$ cat src/rtl/ddrseq_pkg.sv
package ddrseq_pkg;

  typedef enum logic [2:0] {
    CMD_NOP = 3'd0,
    CMD_ACT = 3'd1,
    CMD_RD  = 3'd2,
    CMD_WR  = 3'd3,
    CMD_PRE = 3'd4,
    CMD_REF = 3'd5
  } ddr_cmd_e;

  localparam logic [1:0] STAT_READY = 2'd1;
  localparam logic [1:0] STAT_BUSY  = 2'd2;

  typedef enum logic [3:0] {
    S_IDLE,
    S_ACT,
    S_RCD,
    S_COL,
    S_DONE,
    S_RET,
    S_PRE,
    S_RP,
    S_REF,
    S_RFC
  } seq_state_e;

endpackage

$ cat src/rtl/ddrseq_wait_timer.sv
module ddrseq_wait_timer #(
  parameter int CNT_W = 4
) (
  input  logic             clk,
  input  logic             rst,
  input  logic             load,
  input  logic [CNT_W-1:0] load_val,
  output logic             expired
);

  logic [CNT_W-1:0] cnt;

  always_ff @(posedge clk) begin
    if (rst) begin
      cnt <= '0;
    end else if (load) begin
      cnt <= load_val;
    end else if (cnt != '0) begin
      cnt <= cnt - 1'b1;
    end
  end

  assign expired = (cnt == '0);

endmodule

$ cat src/rtl/ddrseq_req_latch.sv
module ddrseq_req_latch #(
  parameter int ROW_W  = 6,
  parameter int COL_W  = 10,
  parameter int DATA_W = 128
) (
  input  logic              clk,
  input  logic              rst,
  input  logic              capture,
  input  logic [ROW_W-1:0]  in_row,
  input  logic [COL_W-1:0]  in_col,
  input  logic              in_write,
  input  logic [DATA_W-1:0] in_data,
  output logic [ROW_W-1:0]  row,
  output logic [COL_W-1:0]  col,
  output logic              is_write,
  output logic [DATA_W-1:0] data
);

  always_ff @(posedge clk) begin
    if (rst) begin
      row      <= '0;
      col      <= '0;
      is_write <= 1'b0;
      data     <= '0;
    end else if (capture) begin
      row      <= in_row;
      col      <= in_col;
      is_write <= in_write;
      data     <= in_data;
    end
  end

endmodule

$ cat src/rtl/ddrseq_rdata_reg.sv
module ddrseq_rdata_reg #(
  parameter int DATA_W = 128
) (
  input  logic              clk,
  input  logic              rst,
  input  logic              capture,
  input  logic [DATA_W-1:0] din,
  output logic [DATA_W-1:0] dout,
  output logic              valid
);

  always_ff @(posedge clk) begin
    if (rst) begin
      dout  <= '0;
      valid <= 1'b0;
    end else begin
      valid <= capture;
      if (capture) dout <= din;
    end
  end

endmodule

$ cat src/rtl/ddr_cmd_frontend.sv
module ddr_cmd_frontend
  import ddrseq_pkg::*;
#(
  parameter int ROW_W  = 6,
  parameter int COL_W  = 10,
  parameter int DATA_W = 128,
  parameter int TRCD   = 3,
  parameter int TDONE  = 6,
  parameter int TRP    = 3,
  parameter int TRFC   = 14
) (
  input  logic                                       clk,
  input  logic                                       rst,
  input  logic                                       req_valid,
  input  logic                                       req_write,
  input  logic                                       req_refresh,
  input  logic [ROW_W+COL_W-1:0]                     req_addr,
  input  logic [DATA_W-1:0]                          req_wdata,
  output logic [1:0]                                 req_status,
  output logic [2:0]                                 ddr_cmd,
  output logic [((ROW_W > COL_W) ? ROW_W : COL_W)-1:0] ddr_addr,
  output logic                                       dq_drive,
  output logic                                       odt_en,
  output logic [DATA_W-1:0]                          wr_burst,
  input  logic [DATA_W-1:0]                          rd_burst_in,
  output logic                                       rd_valid,
  output logic [DATA_W-1:0]                          rd_burst
);

  localparam int ADDR_W = ROW_W + COL_W;
  localparam int CA_W   = (ROW_W > COL_W) ? ROW_W : COL_W;
  localparam int MAX_A  = (TRCD > TDONE) ? TRCD : TDONE;
  localparam int MAX_B  = (TRP > TRFC) ? TRP : TRFC;
  localparam int MAX_W  = (MAX_A > MAX_B) ? MAX_A : MAX_B;
  localparam int CNT_W  = $clog2(MAX_W + 1);

  seq_state_e state, state_n;

  logic             accept;
  logic             t_load;
  logic [CNT_W-1:0] t_val;
  logic             t_expired;

  logic [ROW_W-1:0] req_row, lat_row;
  logic [COL_W-1:0] req_col, lat_col;
  logic             lat_write;
  logic [CA_W-1:0]  req_row_x, lat_row_x, lat_col_x;

  assign req_row = req_addr[ADDR_W-1 -: ROW_W];
  assign req_col = req_addr[COL_W-1:0];
  assign accept  = (state == S_IDLE) && req_valid;

  // Zero-extend row and column onto the shared command address bus.
  generate
    if (CA_W > ROW_W) begin : g_row_pad
      assign req_row_x = {{(CA_W-ROW_W){1'b0}}, req_row};
      assign lat_row_x = {{(CA_W-ROW_W){1'b0}}, lat_row};
    end else begin : g_row_full
      assign req_row_x = req_row;
      assign lat_row_x = lat_row;
    end
    if (CA_W > COL_W) begin : g_col_pad
      assign lat_col_x = {{(CA_W-COL_W){1'b0}}, lat_col};
    end else begin : g_col_full
      assign lat_col_x = lat_col;
    end
  endgenerate

  ddrseq_req_latch #(
    .ROW_W (ROW_W),
    .COL_W (COL_W),
    .DATA_W(DATA_W)
  ) u_latch (
    .clk     (clk),
    .rst     (rst),
    .capture (accept && !req_refresh),
    .in_row  (req_row),
    .in_col  (req_col),
    .in_write(req_write),
    .in_data (req_wdata),
    .row     (lat_row),
    .col     (lat_col),
    .is_write(lat_write),
    .data    (wr_burst)
  );

  ddrseq_wait_timer #(
    .CNT_W(CNT_W)
  ) u_timer (
    .clk     (clk),
    .rst     (rst),
    .load    (t_load),
    .load_val(t_val),
    .expired (t_expired)
  );

  ddrseq_rdata_reg #(
    .DATA_W(DATA_W)
  ) u_rdata (
    .clk    (clk),
    .rst    (rst),
    .capture(state_n == S_RET),
    .din    (rd_burst_in),
    .dout   (rd_burst),
    .valid  (rd_valid)
  );

  // Next-state logic; every wait state is entered with the timer loaded.
  always_comb begin
    state_n = state;
    t_load  = 1'b0;
    t_val   = '0;
    unique case (state)
      S_IDLE: if (req_valid) state_n = req_refresh ? S_REF : S_ACT;
      S_ACT: begin
        state_n = S_RCD;
        t_load  = 1'b1;
        t_val   = CNT_W'(TRCD - 1);
      end
      S_RCD:  if (t_expired) state_n = S_COL;
      S_COL: begin
        state_n = S_DONE;
        t_load  = 1'b1;
        t_val   = CNT_W'(TDONE - 1);
      end
      S_DONE: if (t_expired) state_n = lat_write ? S_PRE : S_RET;
      S_RET:  state_n = S_PRE;
      S_PRE: begin
        state_n = S_RP;
        t_load  = 1'b1;
        t_val   = CNT_W'(TRP - 1);
      end
      S_RP:   if (t_expired) state_n = S_IDLE;
      S_REF: begin
        state_n = S_RFC;
        t_load  = 1'b1;
        t_val   = CNT_W'(TRFC - 1);
      end
      S_RFC:  if (t_expired) state_n = S_IDLE;
      default: state_n = S_IDLE;
    endcase
  end

  // Registered outputs decoded from the state being entered.
  always_ff @(posedge clk) begin
    if (rst) begin
      state      <= S_IDLE;
      req_status <= STAT_READY;
      ddr_cmd    <= CMD_NOP;
      ddr_addr   <= '0;
      dq_drive   <= 1'b0;
      odt_en     <= 1'b0;
    end else begin
      state      <= state_n;
      req_status <= (state_n == S_IDLE) ? STAT_READY : STAT_BUSY;
      odt_en     <= (state == S_COL) && lat_write;
      if (state == S_ACT) begin
        dq_drive <= lat_write;
      end else if (state_n == S_PRE) begin
        dq_drive <= 1'b0;
      end
      unique case (state_n)
        S_ACT: begin
          ddr_cmd  <= CMD_ACT;
          ddr_addr <= req_row_x;
        end
        S_COL: begin
          ddr_cmd  <= lat_write ? CMD_WR : CMD_RD;
          ddr_addr <= lat_col_x;
        end
        S_PRE: begin
          ddr_cmd  <= CMD_PRE;
          ddr_addr <= lat_row_x;
        end
        S_REF: begin
          ddr_cmd  <= CMD_REF;
          ddr_addr <= '0;
        end
        default: begin
          ddr_cmd  <= CMD_NOP;
          ddr_addr <= '0;
        end
      endcase
    end
  end

endmodule

$ cat config.mk
export PLATFORM = sky130hd
export DESIGN_NAME = ddr_cmd_frontend
export DESIGN_NICKNAME = d
export VERILOG_FILES = /design/src/rtl/ddrseq_pkg.sv /design/src/rtl/ddrseq_wait_timer.sv /design/src/rtl/ddrseq_req_latch.sv /design/src/rtl/ddrseq_rdata_reg.sv /design/src/rtl/ddr_cmd_frontend.sv
export SDC_FILE = /design/constraint.sdc
export NUM_CORES = 1
export LEC_CHECK = 0
export CAP_MARGIN = 20
export CORE_AREA = 10 10 205 207
export DETAILED_ROUTE_END_ITERATION = 12
export DIE_AREA = 0 0 215 217
export DONT_BUFFER_PORTS = 1
export PLACE_DENSITY_LB_ADDON = 0.2
export SYNTH_ARGS = -nofsm -noshare
export SYNTH_HDL_FRONTEND = slang
export SYNTH_SLANG_ARGS = --single-unit
$ cat constraint.sdc
create_clock -name clk -period 2.6 [get_ports clk]
set_input_delay 0.26 -clock clk [delete_from_list [all_inputs] [get_ports clk]]
set_output_delay 0.26 -clock clk [all_outputs]
set_load 0.01 [all_outputs]
# Yosys cells after proc, flatten, opt, wreduce, memory -nomap -nowiden
# Index checks and enable logic that the tools add are counted.
[op_classes] n_mux=17 n_reduce_logical=13 n_bitwise=0 div_mod_pow=0 n_addsub=1 magnitude_cmp=0 n_shift=0 multipliers=0 n_eq_ne=14
[ops] cell="4-bit one-hot mux with 9 select lines" n=1
[ops] cell="10-bit one-hot mux with 3 select lines" n=1
[ops] cell="4-bit two-way mux" n=7
[ops] cell="4-bit by 3-bit == test with 1-bit output (second input constant)" n=6
[ops] cell="4-bit by 2-bit == test with 1-bit output (second input constant)" n=3
[ops] cell="4-bit == test (second input constant)" n=3
[ops] cell="4-bit zero test" n=3
[ops] cell="3-bit one-hot mux with 4 select lines" n=1
[ops] cell="4-bit one-hot mux with 3 select lines" n=1
[ops] cell="4-bit by 1-bit == test with 1-bit output (second input constant)" n=2
[ops] cell="1-bit two-way mux" n=4
[ops] cell="2-bit two-way mux" n=2
[ops] cell="2-bit nonzero test" n=2
[ops] cell="4-bit nonzero test" n=1
[ops] cell="2-bit OR reduction" n=2
[ops] cell="4-bit OR reduction" n=1
[ops] cell="4-bit by 1-bit subtractor with 4-bit output (second input constant)" n=1
[ops] cell="1-bit logical AND" n=3
[ops] cell="1-bit zero test" n=1
[totals] romBits=0 ram_bits=0 output_inout_bits=274 elab_cells=58 regBits=299 in_bits=277 latchBits=0 n_memories=0

# Logic depth before layout (Yosys ltp)
# Gate-level depths: netlist of run 1.
[logic_depth] word_depth=6 ltp_mapped=10 ltp_nobuf=7

# Hierarchy
# A second synthesis of run 1 with hierarchy kept.
[hier_totals] hier_cells=1013 area_unflattened_um2=10981.8
[by_module_without_submodules] mod="ddrseq_req_latch" cells_per_inst=467 seq_area_each_um2=2902.8 area_each_um2=5103.6 instances=1
[by_module_without_submodules] mod="ddrseq_rdata_reg" cells_per_inst=415 seq_area_each_um2=2582.5 area_each_um2=4667.0 instances=1
[by_module_without_submodules] mod="ddr_cmd_frontend" cells_per_inst=107 seq_area_each_um2=420.4 area_each_um2=982.2 instances=1
[by_module_without_submodules] mod="ddrseq_wait_timer" cells_per_inst=24 seq_area_each_um2=80.1 area_each_um2=229.0 instances=1

# Least setup slack after synthesis of run 1
# Ideal clock, no wire load.
[synth_timing] path_kind="register to register" start="reg u_timer.cnt[0]" end="reg ddr_cmd[0]" n_path_buf=2 t_arrival_ps=2055 setup_time_ps=121 setup_slack_ps=424 stages_incl_launch_ff=10 required_ps=2479 synth_period_minus_slack_ps=2176 path_cell_list="dfxtp_1 inv_1 ha_1 or3b_1 buf_2 or4_1 clkbuf_1 o31ai_2 nor2_2 mux2_4"
[synth_between] elab_chain_cells=5 elab_cells_between_ends=10 cone_classes="eq/ne: 4; mux: 5; reduce/logical: 1"
[synth_rtl] element="start: declaration" line="ddrseq_wait_timer.sv:11" rtl="logic [CNT_W-1:0] cnt;"
[synth_rtl] element="start signal: assignment" line="ddrseq_wait_timer.sv:17" rtl="cnt <= load_val;"
[synth_rtl] element="start signal: assignment" line="ddrseq_wait_timer.sv:19" rtl="cnt <= cnt - 1'b1;"
[synth_rtl] element="4-bit zero test (*)" line="ddrseq_wait_timer.sv:23" rtl="assign expired = (cnt == '0);"
[synth_rtl] element="4-bit two-way mux, on equally long branches"
[synth_rtl] element="4-bit one-hot mux with 9 select lines (*)" line="ddr_cmd_frontend.sv:113" rtl="unique case (state)"
[synth_rtl] element="4-bit == test (tied with other cells)" line="ddr_cmd_frontend.sv:162" rtl="unique case (state_n)"
[synth_rtl] element="3-bit one-hot mux with 4 select lines (*)" line="ddr_cmd_frontend.sv:162"
[synth_rtl] element="end signal: assignment" line="ddr_cmd_frontend.sv:168" rtl="ddr_cmd <= lat_write ? CMD_WR : CMD_RD;"
[synth_rtl] element="end: declaration" line="ddr_cmd_frontend.sv:20" rtl="output logic [2:0] ddr_cmd,"
# Mark *: on every way between the ends. The rest lies on a longest branch, timed or not.
# A chain may end at the register's enable or synchronous reset.

# Worst setup path after layout of run 1
[layout_timing] start="reg u_timer.cnt[0]" end="reg state[0]"
[layout_between] elab_chain_cells=3 elab_cells_between_ends=5 cone_classes="mux: 4; reduce/logical: 1"
[layout_rtl] element="4-bit zero test (*)" line="ddrseq_wait_timer.sv:23"
[layout_rtl] element="4-bit two-way mux, on equally long branches"
[layout_rtl] element="4-bit one-hot mux with 9 select lines (*)" line="ddr_cmd_frontend.sv:113"
[layout_rtl] element="end signal: assignment" line="ddr_cmd_frontend.sv:154" rtl="state <= state_n;"
[layout_rtl] element="end: declaration" line="ddr_cmd_frontend.sv:37" rtl="seq_state_e state, state_n;"
# Marks and branches as above.

==> results of run 1 <==
## report_power, final
group / switching (mW) / internal [mW]
combinational: 0.710 / 0.783
sequential: 0.317 / 4.82
clock: 1.93 / 3.00
total: 2.96 / 8.60
## layout make-up
| type | instances | area, um2 | area share |
|---|---|---|---|
| inverters | 4 | 15.0 | 0.000985 |
| well taps | 518 | 648 | 0.0425 |
| multi-input cells | 931 | 4200 | 0.275 |
| repair buffers | 318 | 3240 | 0.213 |
| clock buffers | 52 | 1050 | 0.0690 |
| flip-flops and latches | 299 | 5990 | 0.393 |
| diodes | 1 | 2.50 | 0.000164 |
| clock inverters | 10 | 109 | 0.00714 |
## synth_stat cells (4+ instances only)
cell type	number
sky130_fd_sc_hd__nor2_1	16
sky130_fd_sc_hd__nand2_1	551
sky130_fd_sc_hd__o22ai_1	6
sky130_fd_sc_hd__nor3_1	4
sky130_fd_sc_hd__inv_1	4
sky130_fd_sc_hd__a22oi_1	6
sky130_fd_sc_hd__nand2b_1	7
sky130_fd_sc_hd__a21oi_1	281
sky130_fd_sc_hd__and2_1	6
sky130_fd_sc_hd__dfxtp_1	299
sky130_fd_sc_hd__buf_1	5
sky130_fd_sc_hd__nor2b_1	6
sky130_fd_sc_hd__nand3_1	4
sky130_fd_sc_hd__clkbuf_1	67
sky130_fd_sc_hd__buf_2	30
## logic make-up (layout without fill, tap and decap cells)
group           after synthesis  count (layout)  share of synthesized area
fa+ha+maj                     1               1                    0.00119
flops                       299             299                      0.567
mux                           3               3                    0.00332
compound gates              315             315                      0.158
xor+xnor                      2               2                    0.00166
other cells                   0               1                          0
buf+inv                     106             384                     0.0413
simple gates                608             610                      0.227
## through the flow
step / instances / instance area (um2) / util
6_report: 2133 / 15200 / 0.400
5_1_grt: 2133 / 15200 / 0.400
4_1_cts: 2130 / 15200 / 0.399
3_5_place_dp: 1774 / 11100 / 0.291
3_3_place_gp: 1774 / 11100 / 0.291
2_1_floorplan: 1334 / 10500 / -
## worst paths after layout
path                      end      startpoint  slack (ps)
hold / removal     ddr_cmd[2]             rst          90
hold reg to reg   ddr_addr[9]  u_latch.col[9]         450
setup reg to reg     state[0]  u_timer.cnt[0]         160
setup / recovery     state[0]  u_timer.cnt[0]         160
## metal layers
metal  vias to the layer above  global-route usage
li1                       4842                   -
met1                      4725               0.171
met2                       422               0.290
met3                        55              0.0992
met4                         4              0.0530
met5                         -                   0
## sequential cells by signal (all words and copies together), names as in the netlist, 3 cells and up
register,flops
u_latch.data,128
u_latch.col,10
ddr_cmd,3
u_rdata.dout,128
state,4
u_latch.row,6
ddr_addr,10
u_timer.cnt,4
## worst max-delay path: stages, from the launching register on
cell and delay (ps):
sky130_fd_sc_hd__dfxtp_1 310, sky130_fd_sc_hd__inv_1 90, sky130_fd_sc_hd__ha_2 230, sky130_fd_sc_hd__or3b_4 440, sky130_fd_sc_hd__or4_4 460, sky130_fd_sc_hd__o31ai_2 110, sky130_fd_sc_hd__nor2_2 100, sky130_fd_sc_hd__nor2_1 90
sky130_fd_sc_hd__dlygate4sd3_1 550
## timing repair
item                       CTS  global route
setup endpoints to repair    0            73
hold buffers               294             0
hold endpoints to repair   290             0
gates resized for setup      0             8
buffers inserted             0             0
==> results_tabular.tex, run 1 <==
\begin{tabular}{lr}
\hline
Metric & Value \\
\hline
\multicolumn{2}{l}{\textbf{Drt}} \\
\quad Total met2 wirelength after detailed routing & 20.8 mm \\
\quad Post-route met1 wirelength & 15.4 mm \\
\quad DRC viols & 0 \\
\quad First drt pass iteration count & 5 \\
\quad Aggregate routed wire length & 42.8 mm \\
\quad Routed len/inst & 20.1 um \\
\quad Avg Vias per Cell & 4.71 \\
\quad Total number of vias & 10.0k \\
\quad Highest Signal Layer & met5 \\
\quad Met3 routed WL & 5.55 mm \\
\quad Starting DRC count in detailed routing & 569 \\
\quad DRT antenna net count & 0 \\
\multicolumn{2}{l}{\textbf{STA}} \\
\quad Setup TNS & 0 ps \\
\quad Fin Clk Skew & 13.3 ps \\
\quad Final worst hold slack & 91.5 ps \\
\quad Worst slew slack as a fraction of its limit & 0.558 \\
\quad Tcrit/Tclk final & 0.938 \\
\quad Number of hold violations in the final report & 0 \\
\quad Peak Freq & 410 MHz \\
\quad Least-Margin Pin Slew & 662 ps \\
\quad Unrepaired setup endpoints after global routing & no \\
\quad Final WS setup & 161 ps \\
\quad Setup-failing EPs final & 0 \\
\quad Fin. max-slew vios & 0 \\
\quad Final min period & 2440 ps \\
\multicolumn{2}{l}{\textbf{Floorplan}} \\
\quad Die X-Extent & 215 um \\
\quad Number of I/O pins & 551 \\
\quad Floorplan core area & 38100 um2 \\
\quad Number of rows created at floorplan & 72 \\
\quad Initial Utilization & 0.277 \\
\quad Die Footprint & 46700 um2 \\
\quad Die Span Y & 217 um \\
\multicolumn{2}{l}{\textbf{Placement}} \\
\quad Pre-CTS WS & 320 ps \\
\quad Final weighted congestion of routability-driven global placement & 0.805 \\
\quad Sum of net half-perimeters after detailed placement & 28.8 mm \\
\quad IO buf count & 0 \\
\multicolumn{2}{l}{\textbf{Worst hold path}} \\
\quad Number of cells on the worst hold path & 2 \\
\quad Hold WC Path Type & in2reg \\
\multicolumn{2}{l}{\textbf{Logic synthesis}} \\
\quad Synth warn & 0 \\
\quad Area of the mapped netlist & 10500 um2 \\
\quad Share of flip-flops with an asynchronous set or reset after synthesis & 0 \\
\quad Main area contributors after synthesis & sky130\_fd\_sc\_hd\_\_dfxtp\_1 (57\%), sky130\_fd\_sc\_hd\_\_nand2\_1 (20\%), sky130\_fd\_sc\_hd\_\_a21oi\_1 (13\%), sky130\_fd\_sc\_hd\_\_clkbuf\_1 (2.4\%), sky130\_fd\_sc\_hd\_\_buf\_2 (1.4\%) \\
\quad Net count of the mapped netlist & 1612 \\
\quad Count of flip-flops with a built-in enable after synthesis & 0 \\
\quad Average size of a mapped cell & 7.91 um2 \\
\quad Distinct cell type count of the synthesized netlist & 45 \\
\quad Post-synthesis register bit count & 299 \\
\quad Top FF cell, synth & sky130\_fd\_sc\_hd\_\_dfxtp\_1 \\
\quad Cell count after synthesis & 1334 \\
\quad Area share of the largest cell type after synthesis & 0.567 \\
\quad Cell taking the most area after synthesis & sky130\_fd\_sc\_hd\_\_dfxtp\_1 \\
\quad Post-synthesis sequential area ratio & 0.567 \\
\multicolumn{2}{l}{\textbf{Global routing}} \\
\quad Global-route wire length before repair & 62.3 mm \\
\quad Total global-route track usage & 0.169 \\
\quad Pin count of the biggest net entering global routing & 168 \\
\quad Overflow left after global routing & 0 \\
\quad Number of antenna violations at the first check in global routing & 3 \\
\quad Via count of the first global-routing pass & 10.1k \\
\multicolumn{2}{l}{\textbf{Critical path}} \\
\quad Worst Setup End Kind & flop \\
\quad Data arrival time of the worst path & 2910 ps \\
\quad Critical Path RT & 3070 ps \\
\quad Critical Setup Path Class & reg2reg \\
\quad Largest fanout of any net on the critical path & 7 \\
\quad Critical path launch point type & flop \\
\quad Length in cells of the worst reg-to-reg path & 8 \\
\multicolumn{2}{l}{\textbf{CTS}} \\
\quad Clk Latency, worst-skew pair & 530 ps \\
\quad Max clock buf depth & 3 \\
\quad TritonCTS clock tree & yes \\
\quad Inserted Clock Buffers & 35 \\
\quad CTS H-tree lvls & 2 \\
\quad Number of clock sinks & 299 \\
\quad Root buf cell & sky130\_fd\_sc\_hd\_\_clkbuf\_16 \\
\quad Clock slew at reported path FFs & 60 ps \\
\multicolumn{2}{l}{\textbf{Power}} \\
\quad Reported leakage power & 5.70 nW \\
\quad Largest vdd supply drop & 0.000450 V \\
\quad Power density normalized to cell area & 758 nW/um2 \\
\quad Post-route total power & 11.6 mW \\
\multicolumn{2}{l}{\textbf{Flow run}} \\
\quad Max\_cap viols & 0 \\
\multicolumn{2}{l}{\textbf{Final layout}} \\
\quad Share of post-route cells with drive strength above 1 & 0.0595 \\
\quad Layout overhead on the synthesized area & 44.6\% \\
\quad Filler cell count in the final layout & 3819 \\
\quad Leading cell type in the layout, fill and taps excluded & sky130\_fd\_sc\_hd\_\_nand2\_1 \\
\quad Commonest non-fill, non-tap cells in the layout & sky130\_fd\_sc\_hd\_\_nand2\_1 (551), sky130\_fd\_sc\_hd\_\_dfxtp\_1 (299), sky130\_fd\_sc\_hd\_\_dlygate4sd3\_1 (293), sky130\_fd\_sc\_hd\_\_a21oi\_1 (281), sky130\_fd\_sc\_hd\_\_clkbuf\_16 (37) \\
\quad Net total in the final layout & 1867 \\
\multicolumn{2}{l}{\textbf{Run status}} \\
\quad Run status & complete, no violations \\
\hline
\end{tabular}
Power figures use the tool's default switching activity.
==> run 2: changes to the inputs <==
--- a/config.mk
+++ b/config.mk
@@ -7,6 +7,7 @@
 export LEC_CHECK = 0
 export CAP_MARGIN = 20
 export CORE_AREA = 10 10 205 207
+export CTS_CLUSTER_SIZE = 28
 export DETAILED_ROUTE_END_ITERATION = 12
 export DIE_AREA = 0 0 215 217
 export DONT_BUFFER_PORTS = 1
==> results of run 2 <==
No change in the layout: final DEF, timing and power equal those of run 1.
==> run 3: changes to the inputs <==
--- a/config.mk
+++ b/config.mk
@@ -12,6 +12,7 @@
 export DIE_AREA = 0 0 215 217
 export DONT_BUFFER_PORTS = 1
 export PLACE_DENSITY_LB_ADDON = 0.2
+export REMOVE_ABC_BUFFERS = 1
 export SYNTH_ARGS = -nofsm -noshare
 export SYNTH_HDL_FRONTEND = slang
 export SYNTH_SLANG_ARGS = --single-unit
==> results_tabular.tex, run 3 (synthesized netlist as in run 1, its figures left out) <==
\begin{tabular}{lr}
\hline
Metric & Value \\
\hline
\multicolumn{2}{l}{\textbf{Global routing}} \\
\quad Global-route wire length before repair & 63.5 mm \\
\quad Pin count of the biggest net entering global routing & 299 \\
\quad Via count of the first global-routing pass & 10.2k \\
\quad Total global-route track usage & 0.171 \\
\quad Number of antenna violations at the first check in global routing & 0 \\
\quad Overflow left after global routing & 0 \\
\multicolumn{2}{l}{\textbf{Floorplan}} \\
\quad Number of rows created at floorplan & 72 \\
\quad Floorplan core area & 38100 um2 \\
\quad Die Span Y & 217 um \\
\quad Initial Utilization & 0.277 \\
\quad Die X-Extent & 215 um \\
\quad Number of I/O pins & 551 \\
\quad Die Footprint & 46700 um2 \\
\multicolumn{2}{l}{\textbf{CTS}} \\
\quad Root buf cell & sky130\_fd\_sc\_hd\_\_clkbuf\_16 \\
\quad TritonCTS clock tree & yes \\
\quad Max clock buf depth & 3 \\
\quad CTS H-tree lvls & 2 \\
\quad Clock slew at reported path FFs & 60 ps \\
\quad Inserted Clock Buffers & 34 \\
\quad Number of clock sinks & 299 \\
\quad Clk Latency, worst-skew pair & 540 ps \\
\quad Buffers inserted by post-CTS timing repair & 0 \\
\multicolumn{2}{l}{\textbf{Power}} \\
\quad Power density normalized to cell area & 755 nW/um2 \\
\quad Reported leakage power & 5.76 nW \\
\quad Largest vdd supply drop & 0.000502 V \\
\multicolumn{2}{l}{\textbf{Critical path}} \\
\quad Largest fanout of any net on the critical path & 124 \\
\quad Critical path launch point type & flop \\
\quad Critical Setup Path Class & reg2reg \\
\quad Worst Setup End Kind & flop \\
\quad Data arrival time of the worst path & 2950 ps \\
\quad Critical Path RT & 3070 ps \\
\multicolumn{2}{l}{\textbf{Placement}} \\
\quad Sum of net half-perimeters after detailed placement & 29.0 mm \\
\quad Final weighted congestion of routability-driven global placement & 0.820 \\
\quad Post-Place Cell Area & 11000 um2 \\
\quad IO buf count & 0 \\
\multicolumn{2}{l}{\textbf{Final layout}} \\
\quad Commonest non-fill, non-tap cells in the layout & sky130\_fd\_sc\_hd\_\_nand2\_1 (551), sky130\_fd\_sc\_hd\_\_dlygate4sd3\_1 (318), sky130\_fd\_sc\_hd\_\_dfxtp\_1 (299), sky130\_fd\_sc\_hd\_\_a21oi\_1 (281), sky130\_fd\_sc\_hd\_\_clkbuf\_16 (34) \\
\quad Net total in the final layout & 1881 \\
\quad Multi-input gate area in the final layout & 4180 um2 \\
\quad Leading cell type in the layout, fill and taps excluded & sky130\_fd\_sc\_hd\_\_nand2\_1 \\
\quad Final non-filler cell area & 15400 um2 \\
\quad Top Registers & u\_latch.data (128), u\_rdata.dout (128) \\
\quad Area taken by flip-flops and latches & 5990 um2 \\
\quad Share of post-route cells with drive strength above 1 & 0.0523 \\
\quad Filler cell count in the final layout & 3812 \\
\quad Layout overhead on the synthesized area & 46.1\% \\
\quad Share of the core filled with cells in the final layout & 0.404 \\
\multicolumn{2}{l}{\textbf{Run status}} \\
\quad Failing checks & hold timing \\
\quad Run status & complete, but fails checks \\
\multicolumn{2}{l}{\textbf{Drt}} \\
\quad Avg Vias per Cell & 4.72 \\
\quad Routed len/inst & 19.9 um \\
\quad Total number of vias & 10.1k \\
\quad First drt pass iteration count & 5 \\
\quad Aggregate routed wire length & 42.8 mm \\
\quad Starting DRC count in detailed routing & 730 \\
\quad DRC viols & 0 \\
\quad DRT antenna net count & 0 \\
\multicolumn{2}{l}{\textbf{Flow run}} \\
\quad Max\_cap viols & 0 \\
\multicolumn{2}{l}{\textbf{STA}} \\
\quad Least-Margin Pin Slew & 618 ps \\
\quad Number of hold violations in the final report & 4 \\
\quad Fin Clk Skew & 17.8 ps \\
\quad Worst slew slack as a fraction of its limit & 0.588 \\
\quad Setup-failing EPs final & 0 \\
\quad Peak Freq & 403 MHz \\
\quad Final worst hold slack & -111 ps \\
\quad Tcrit/Tclk final & 0.953 \\
\quad Fin. max-slew vios & 0 \\
\quad Setup TNS & 0 ps \\
\quad Final min period & 2480 ps \\
\multicolumn{2}{l}{\textbf{Worst hold path}} \\
\quad Hold WC Path Type & in2reg \\
\hline
\end{tabular}
-- run 3: metal layers --
metal,wire length [um],up-vias,global-route usage
met5,0,-,0
met4,1380,0,0.0683
met3,4880,68,0.0802
met2,21200,462,0.295
met1,15300,4730,0.177
li1,-,4866,-
-- run 3: cell type report --
class / count / area share
sequential: 299 / 0.388
multi-input combinational: 930 / 0.271
timing repair buffer: 334 / 0.221
clock buffer: 44 / 0.0615
tap: 518 / 0.0421
clock inverter: 15 / 0.0149
inverter: 4 / 0.000974
antenna: 1 / 0.000162
-- run 3: what timing repair did --
item / CTS / global route
setup endpoints to repair: 0 / 72
hold endpoints to repair: 290 / 137
gates resized for setup: 0 / 5
hold buffers: 313 / 5
-- run 3: through the flow --
| stage | instances | worst slack, ps | power [mW] |
|---|---|---|---|
| after floorplan | 1232 | -7620 | 5.81 |
| after detailed placement | 1766 | 318 | 6.16 |
| after global placement | 1766 | 357 | 6.14 |
| after global routing | 2144 | -20.5 | 12.1 |
| after CTS | 2138 | 58.2 | 11.7 |
| final | 2145 | 122 | 11.6 |
-- run 3: power breakdown --
group          total (mW)  internal [mW]  switching (mW)
Combinational        1.44          0.772           0.668
Sequential           5.15           4.82           0.329
Clock                5.05           3.09            1.96
Total                11.6           8.68            2.96
-- run 3: path summary, 6_finish.rpt --
path,start,endpoint,slack (ps),depth (start not counted)
worst max-delay path,state[3],u_latch.data[119],120,6
worst min-delay path,rst,dq_drive,-110,1
worst min register to register,u_latch.col[8],ddr_addr[8],450,1
worst max register to register,state[3],u_latch.data[119],120,6
-- run 3: critical path, stage by stage, from the launching register on --
cell                            delay [ps]
sky130_fd_sc_hd__dfxtp_1               630
sky130_fd_sc_hd__nor2_2                180
sky130_fd_sc_hd__nand3_4               110
sky130_fd_sc_hd__buf_12                370
sky130_fd_sc_hd__nand2_1               170
sky130_fd_sc_hd__a21oi_1               230
sky130_fd_sc_hd__dlygate4sd3_1         580
